**src/rtl/arm_pkg.sv**
```systemverilog
package arm_pkg;
   localparam int CODE_W    = 5;
   localparam int COEF_W    = 16;
   localparam int COEF_FRAC = 12;
   localparam int MODE_W    = 3;

   typedef enum logic [1:0] {PATH_OFF, PATH_MUTE, PATH_ON} path_state_e;

   // Q4.12 linear coefficients of the dB staircase
   function automatic logic [COEF_W-1:0] gain_coef(input logic [CODE_W-1:0] code);
      logic [COEF_W-1:0] c;
      case (code)
         5'd0:  c = 16'd4;     5'd1:  c = 16'd16;    5'd2:  c = 16'd39;    5'd3:  c = 16'd77;
         5'd4:  c = 16'd130;   5'd5:  c = 16'd183;   5'd6:  c = 16'd258;   5'd7:  c = 16'd365;
         5'd8:  c = 16'd516;   5'd9:  c = 16'd728;   5'd10: c = 16'd866;   5'd11: c = 16'd1029;
         5'd12: c = 16'd1223;  5'd13: c = 16'd1453;  5'd14: c = 16'd1727;  5'd15: c = 16'd2053;
         5'd16: c = 16'd2440;  5'd17: c = 16'd2900;  5'd18: c = 16'd3446;  5'd19: c = 16'd4096;
         5'd20: c = 16'd4868;  5'd21: c = 16'd5786;  5'd22: c = 16'd6876;  5'd23: c = 16'd8173;
         5'd24: c = 16'd9713;  5'd25: c = 16'd11544; 5'd26: c = 16'd13720; 5'd27: c = 16'd16306;
         5'd28: c = 16'd19380; 5'd29: c = 16'd23034; 5'd30: c = 16'd27375; default: c = 16'd32536;
      endcase
      return c;
   endfunction
endpackage

```
**src/rtl/arm_src_sel.sv**
```systemverilog
module arm_src_sel #(
   parameter int SW = 16
) (
   input  logic signed [SW-1:0] a,
   input  logic signed [SW-1:0] b,
   input  logic                 sel_a,
   input  logic                 sel_b,
   input  logic                 diff_en,
   output logic signed [SW:0]   src
);
   logic signed [SW:0] a_x, b_x;
   assign a_x = $signed({a[SW-1], a});
   assign b_x = $signed({b[SW-1], b});

   always_comb begin
      if (diff_en) begin
         src = a_x - b_x;
      end else begin
         case ({sel_a, sel_b})
            2'b10:   src = a_x;
            2'b01:   src = b_x;
            2'b11:   src = a_x + b_x;
            default: src = '0;
         endcase
      end
   end
endmodule

```
**src/rtl/arm_gain.sv**
```systemverilog
module arm_gain #(
   parameter int SRC_W = 17,
   parameter int GW    = SRC_W + arm_pkg::COEF_W + 1 - arm_pkg::COEF_FRAC
) (
   input  logic signed [SRC_W-1:0]           src,
   input  logic        [arm_pkg::CODE_W-1:0] code,
   output logic signed [GW-1:0]              gained
);
   localparam int PW = SRC_W + arm_pkg::COEF_W + 1;

   logic [arm_pkg::COEF_W-1:0] coef;
   logic signed [PW-1:0]       prod;

   assign coef   = arm_pkg::gain_coef(code);
   assign prod   = PW'(src) * PW'($signed({1'b0, coef}));
   assign gained = GW'(prod >>> arm_pkg::COEF_FRAC);
endmodule

```
**src/rtl/arm_route.sv**
```systemverilog
module arm_route #(
   parameter int SW = 16,
   parameter int GW = 22
) (
   input  logic [arm_pkg::MODE_W-1:0] mode,
   input  logic signed [GW-1:0]       g_l,
   input  logic signed [GW-1:0]       g_r,
   input  logic signed [GW-1:0]       g_m,
   output logic signed [SW-1:0]       spk_val,
   output logic signed [SW-1:0]       hpl_val,
   output logic signed [SW-1:0]       hpr_val,
   output arm_pkg::path_state_e       spk_st,
   output arm_pkg::path_state_e       hp_st
);
   import arm_pkg::*;
   localparam int MIX_W = GW + 3;
   localparam logic signed [MIX_W-1:0] HI = {{(MIX_W-SW+1){1'b0}}, {(SW-1){1'b1}}};
   localparam logic signed [MIX_W-1:0] LO = ~HI;

   function automatic logic signed [SW-1:0] clip(input logic signed [MIX_W-1:0] x);
      if (x > HI)      return HI[SW-1:0];
      else if (x < LO) return LO[SW-1:0];
      else             return x[SW-1:0];
   endfunction

   logic signed [MIX_W-1:0] m_l, m_r, m_m, spk_sum, hpl_sum, hpr_sum;
   assign m_l = MIX_W'(g_l);
   assign m_r = MIX_W'(g_r);
   assign m_m = MIX_W'(g_m);

   always_comb begin
      spk_sum = '0;
      hpl_sum = '0;
      hpr_sum = '0;
      spk_st  = PATH_OFF;
      hp_st   = PATH_OFF;
      case (mode)
         3'd1: begin spk_st = PATH_ON;  hp_st = PATH_MUTE; spk_sum = m_m <<< 1; end
         3'd2: begin spk_st = PATH_OFF; hp_st = PATH_ON;   hpl_sum = m_m; hpr_sum = m_m; end
         3'd3: begin spk_st = PATH_ON;  hp_st = PATH_MUTE; spk_sum = m_l + m_r; end
         3'd4: begin spk_st = PATH_OFF; hp_st = PATH_ON;   hpl_sum = m_l; hpr_sum = m_r; end
         3'd5: begin spk_st = PATH_ON;  hp_st = PATH_MUTE; spk_sum = m_l + m_r + (m_m <<< 1); end
         3'd6: begin spk_st = PATH_OFF; hp_st = PATH_ON;   hpl_sum = m_l + m_m; hpr_sum = m_r + m_m; end
         3'd7: begin
            spk_st = PATH_ON; hp_st = PATH_ON;
            spk_sum = m_l + m_r; hpl_sum = m_l; hpr_sum = m_r;
         end
         default: ;
      endcase
   end

   assign spk_val = (spk_st == PATH_ON) ? clip(spk_sum) : '0;
   assign hpl_val = (hp_st  == PATH_ON) ? clip(hpl_sum) : '0;
   assign hpr_val = (hp_st  == PATH_ON) ? clip(hpr_sum) : '0;
endmodule

```
**src/rtl/audio_route_mixer.sv**
```systemverilog
module audio_route_mixer #(
   parameter int SAMPLE_W = 16
) (
   input  logic                               clk,
   input  logic                               rst_n,
   input  logic                               in_valid,
   input  logic signed [SAMPLE_W-1:0]         in_a_l,
   input  logic signed [SAMPLE_W-1:0]         in_a_r,
   input  logic signed [SAMPLE_W-1:0]         in_b_l,
   input  logic signed [SAMPLE_W-1:0]         in_b_r,
   input  logic signed [SAMPLE_W-1:0]         in_mono,
   input  logic                               sel_a,
   input  logic                               sel_b,
   input  logic                               diff_en,
   input  logic        [arm_pkg::CODE_W-1:0]  gain_l,
   input  logic        [arm_pkg::CODE_W-1:0]  gain_r,
   input  logic        [arm_pkg::CODE_W-1:0]  gain_m,
   input  logic        [arm_pkg::MODE_W-1:0]  mode,
   output logic                               out_valid,
   output logic signed [SAMPLE_W-1:0]         spk_data,
   output logic                               spk_mute,
   output logic                               spk_off,
   output logic signed [SAMPLE_W-1:0]         hpl_data,
   output logic                               hpl_mute,
   output logic                               hpl_off,
   output logic signed [SAMPLE_W-1:0]         hpr_data,
   output logic                               hpr_mute,
   output logic                               hpr_off
);
   import arm_pkg::*;
   localparam int SRC_W = SAMPLE_W + 1;
   localparam int GW    = SRC_W + COEF_W + 1 - COEF_FRAC;
   localparam int NCH   = 3;

   if (SAMPLE_W < 8 || SAMPLE_W > 32) begin : g_bad_width
      $error("audio_route_mixer: SAMPLE_W out of range");
   end

   // stereo source selection, one selector per side (0 = left, 1 = right)
   logic signed [SAMPLE_W-1:0] side_a [2];
   logic signed [SAMPLE_W-1:0] side_b [2];
   logic signed [SRC_W-1:0]    side_src [2];
   assign side_a[0] = in_a_l;
   assign side_a[1] = in_a_r;
   assign side_b[0] = in_b_l;
   assign side_b[1] = in_b_r;

   for (genvar s = 0; s < 2; s++) begin : g_side
      arm_src_sel #(.SW(SAMPLE_W)) u_sel (
         .a(side_a[s]), .b(side_b[s]), .sel_a(sel_a), .sel_b(sel_b),
         .diff_en(diff_en), .src(side_src[s])
      );
   end

   // gain stages: 0 = left, 1 = right, 2 = mono
   logic signed [SRC_W-1:0]  ch_src  [NCH];
   logic        [CODE_W-1:0] ch_code [NCH];
   logic signed [GW-1:0]     ch_gain [NCH];
   assign ch_src[0]  = side_src[0];
   assign ch_src[1]  = side_src[1];
   assign ch_src[2]  = $signed({in_mono[SAMPLE_W-1], in_mono});
   assign ch_code[0] = gain_l;
   assign ch_code[1] = gain_r;
   assign ch_code[2] = gain_m;

   for (genvar k = 0; k < NCH; k++) begin : g_gain
      arm_gain #(.SRC_W(SRC_W), .GW(GW)) u_gain (
         .src(ch_src[k]), .code(ch_code[k]), .gained(ch_gain[k])
      );
   end

   logic signed [SAMPLE_W-1:0] spk_v, hpl_v, hpr_v;
   path_state_e                spk_st, hp_st;

   arm_route #(.SW(SAMPLE_W), .GW(GW)) u_route (
      .mode(mode), .g_l(ch_gain[0]), .g_r(ch_gain[1]), .g_m(ch_gain[2]),
      .spk_val(spk_v), .hpl_val(hpl_v), .hpr_val(hpr_v),
      .spk_st(spk_st), .hp_st(hp_st)
   );

   always_ff @(posedge clk or negedge rst_n) begin
      if (!rst_n) begin
         out_valid <= 1'b0;
         spk_data  <= '0;  hpl_data <= '0;  hpr_data <= '0;
         spk_off   <= 1'b1; hpl_off <= 1'b1; hpr_off <= 1'b1;
         spk_mute  <= 1'b0; hpl_mute <= 1'b0; hpr_mute <= 1'b0;
      end else begin
         out_valid <= in_valid;
         if (in_valid) begin
            spk_data <= spk_v;
            hpl_data <= hpl_v;
            hpr_data <= hpr_v;
            spk_off  <= (spk_st == PATH_OFF);
            spk_mute <= (spk_st == PATH_MUTE);
            hpl_off  <= (hp_st == PATH_OFF);
            hpl_mute <= (hp_st == PATH_MUTE);
            hpr_off  <= (hp_st == PATH_OFF);
            hpr_mute <= (hp_st == PATH_MUTE);
         end
      end
   end

   a_r2_strobe_latency: assert property (@(posedge clk) disable iff (!rst_n)
      out_valid == $past(in_valid));

   a_r2_hold_no_strobe: assert property (@(posedge clk) disable iff (!rst_n)
      !$past(in_valid) |-> ($stable(spk_data) && $stable(hpl_data) && $stable(hpr_data)
                            && $stable(spk_off) && $stable(hpl_mute)));

   a_r10_spk_flags: assert property (@(posedge clk) disable iff (!rst_n)
      (spk_off || spk_mute) |-> (spk_data == '0 && !(spk_off && spk_mute)));

   a_r10_hp_flags: assert property (@(posedge clk) disable iff (!rst_n)
      (hpl_off || hpl_mute) |-> (hpl_data == '0 && !(hpl_off && hpl_mute)));

   a_r8_hp_shared_state: assert property (@(posedge clk) disable iff (!rst_n)
      (hpl_off == hpr_off) && (hpl_mute == hpr_mute));
endmodule

```
**config.mk**
```make
export PLATFORM = sky130hd
export DESIGN_NAME = audio_route_mixer
export DESIGN_NICKNAME = d
export VERILOG_FILES = /design/src/rtl/arm_pkg.sv /design/src/rtl/arm_src_sel.sv /design/src/rtl/arm_gain.sv /design/src/rtl/arm_route.sv /design/src/rtl/audio_route_mixer.sv
export SDC_FILE = /design/constraint.sdc
export NUM_CORES = 2
export LEC_CHECK = 0
export CAP_MARGIN = 25
export CORE_MARGIN = 8
export CORE_UTILIZATION = 53
export DETAILED_ROUTE_END_ITERATION = 10
export PLACE_DENSITY = 0.83
export SLEW_MARGIN = 20
export SYNTH_ARGS = -nofsm -noshare
export SYNTH_HDL_FRONTEND = slang
export SYNTH_SLANG_ARGS = --single-unit
```
**constraint.sdc**
```tcl
create_clock -name clk -period 1.39 [get_ports clk]
set_clock_uncertainty 0.2 [all_clocks]
set_input_delay 0.2085 -clock clk [delete_from_list [all_inputs] [get_ports clk]]
set_output_delay 0.2085 -clock clk [all_outputs]
set_load 0.005 [all_outputs]
```
==> flow_metrics.py <==
metrics = {
    "global_route": {
        "grt_use_total_pct": 34.0,
        "grt_pass1_wl_mm": 237,
        "grt-ovfl-total": 0,
        "grt_pass1_vias": 45900,
        "grt_max_degree": 53,
        "antenna_found_initial": 2,
    },
    "timing": {
        "hold_violations": 0,
        "fin_crit_ns": 12.67,
        "drv_slew": 5,
        "worst_pin_slew_ns": 1.52,
        "finalSetupTns_ns": -503.42,
        "worst_slack_ns": -11.28,
        "max_slew_margin_pct": -1.75,
        "hold_ws_ns": 0.241,
        "fin_crit_sh_pct": 911,
        "finalSetupViolations": 56,
        "rsz0062_at_grt": "true",
        "fmax_ghz": 0.0790,
    },
    "clocking": {
        "clock_path_buffers": 2,
        "cts_tree": "yes",
        "cts.sinks": 52,
        "clkTransAtPathRegs_ns": 0.08,
        "worstSkewPairLatency_ns": 0.31,
        "cts_inserted_buffers": 5,
        "root_buffer": "clkbuf_16",
        "cts_max_level": 2,
    },
    "critical_path": {
        "cp_max_fo": 6,
        "r2r_start": "hpr_data[11]",
        "r2r_end": "hpr_data[11]",
        "slowest_stage": "fa_1",
        "r2r_setup_slack_ns": 0.15,
        "reg2regPathDepth": 4,
        "critPathMaxStageDelay_ns": 0.57,
        "critical_path_required_ns": 1.42,
        "endpoint_kind": "register",
        "crit_type": "in -> reg",
        "worstPathArrival_ns": 12.70,
        "crit_path_start_kind": "input port",
    },
    "placement": {
        "dp_hpwl_mm": 121,
        "place_congestion": 1.03,
        "io_buffers": 157,
    },
    "logic_synthesis": {
        "synth_seq_area_share_pct": 3.19,
        "synthArstFlopShare_pct": 100,
        "avgSynthCellArea_um2": 8.17,
        "synth_cells": 5001,
        "synth_enable_flop_cells": 0,
        "synth_ff_type": "dfrtp_1",
        "synth.cell_area_um2": 40900,
        "ys_ff_latch": 52,
        "yosys_warnings": 0,
        "synth.distinct_cells": 101,
        "syn_nets": 6270,
    },
    "routing": {
        "via_per_inst": 5.89,
        "vias": 43600,
        "initialDrtViolationCount": 4136,
        "ant_nets": 0,
        "wire_per_inst_um": 21.2,
        "drtPass1Iterations": 8,
        "drc": 0,
        "drt_wl_total_mm": 157,
    },
    "floorplan": {
        "die_y_um": 294,
        "initial_core_util_pct": 53.1,
        "ios": 159,
        "die_x_um": 294,
        "placementRows": 102,
        "core_um2": 77000,
        "dieArea_um2": 86200,
    },
    "status": {
        "status": "finished with violations",
        "failed_checks": "max-capacitance violations, max-slew violations, negative setup slack",
    },
    "layout": {
        "utilization_pct": 74.0,
        "final_common_cell": "buf_4",
        "drive_gt1_share_pct": 30.8,
        "layout_common_cells": "1335 x buf_4, 919 x inv_1, 691 x fa_1",
        "areaGrowthSynthToFinish_pct": 39.4,
        "fin_nets": 7638,
    },
    "min_path": {
        "min_path_type": "in -> async",
    },
    "job": {
        "maxCapViolCount": 1,
    },
}
final cells by class:
| class | count | area (µm²) |
|---|---|---|
| Inverter | 953 | 3600 |
| Fill cell | 4996 | 20000 |
| Multi-Input combinational cell | 3786 | 38000 |
| Clock inverter | 2 | 16.3 |
| Clock buffer | 5 | 125 |
| Sequential cell | 52 | 1310 |
| Timing Repair Buffer | 1571 | 12600 |
| Tap cell | 1040 | 1300 |
| Antenna cell | 1 | 2.50 |
critical path, delay by kind of cell:
kind / cells / cell delay, ns
compound gates: 25 / 4.46
buf+inv: 13 / 1.22
xor+xnor: 4 / 0.85
fa+ha+maj: 11 / 4.49
simple gates: 6 / 1.42
worst max-delay path by stage:
stage                          from      endpoint  slack, ns
after floorplan           in_a_r[0]   spk_data[9]     -10.34
after global placement    in_b_r[1]  spk_data[10]     -11.78
after detailed placement  in_b_r[1]  spk_data[10]     -12.15
after CTS                 in_b_l[0]  spk_data[10]     -10.85
after global routing      in_b_l[0]  spk_data[14]     -11.53
final                     in_b_l[0]   spk_data[6]     -11.28
cell families (layout without fill, tap and decap cells):
family,Yosys count,count (layout),share of synthesized area (%)
other cells,1,2,0.00918
xor+xnor,183,183,3.92
buf+inv,1164,2531,10.8
compound gates,938,938,15.8
fa+ha+maj,1165,1165,48.6
flops,52,52,3.19
simple gates,1458,1459,16.5
mux,40,40,1.09
synth_stat cells (all sizes together), types with 9 or more instances:
cell type	number	area, µm²
a211o	11	96.3
a211oi	65	523
mux2i	31	310
a21boi	11	82.6
a2111oi	12	149
o21a	45	338
dfrtp	50	1250
o21bai	32	240
ha	460	5760
a31oi	36	225
and3	32	200
fa	705	14100
a22o	10	87.6
nand4	21	131
xnor2	128	1120
nand2b	92	576
inv	949	3570
nor3	42	210
o211ai	27	208
xor2	55	482
buf	24	140
a311oi	10	93.8
a221o	9	90.1
o311ai	19	184
or4	9	67.6
nand3	70	350
nand2	513	1930
a21o	74	556
o21ai	143	716
and2	114	713
o31ai	15	131
a22oi	17	128
o2bb2ai	20	175
nor2b	67	419
o31a	9	78.8
clkbuf	187	702
or3	16	100
or2	33	209
o221ai	23	201
a21oi	252	1260
a221oi	30	263
nor2	413	1550
stage by stage:
| step | instances | cell area [µm²] | worst slack [ns] |
|---|---|---|---|
| 2_1_floorplan | 5001 | 41300 | -10.34 |
| 3_3_place_gp | 7243 | 53000 | -11.78 |
| 3_5_place_dp | 7243 | 53000 | -12.15 |
| 4_1_cts | 7356 | 55600 | -10.85 |
| 5_1_grt | 7409 | 57000 | -11.53 |
| 6_report | 7410 | 57000 | -11.28 |
timing repair:
item                                   4_1_cts  5_1_grt
endpoints found under the hold margin       50        0
pin swaps                                  198      184
buffers inserted                           104       58
hold buffers                                 1        0
gates resized for setup                    514      244
cloned                                       5        0
setup endpoints to repair                  103       83
metal layers:
| layer | vias to the layer above | routed length, µm | global-route usage, % |
|---|---|---|---|
| met2 | 2685 | 73700 | 57.5 |
| met4 | 4 | 12400 | 18.1 |
| met1 | 21100 | 54800 | 41.0 |
| met5 | - | 29 | 0 |
| li1 | 18900 | - | - |
| met3 | 947 | 16100 | 6.41 |
registers in the layout, summed over array words and instances (netlist names):
| signal | cells |
|---|---|
| hpl_data | 16 |
| hpr_mute | 1 |
| spk_data | 16 |
| spk_off | 1 |
| hpl_off | 1 |
| hpr_data | 16 |
| out_valid | 1 |
Power is not shown: default switching activity piles up to over one toggle a cycle in this logic, so the estimate is an artifact.
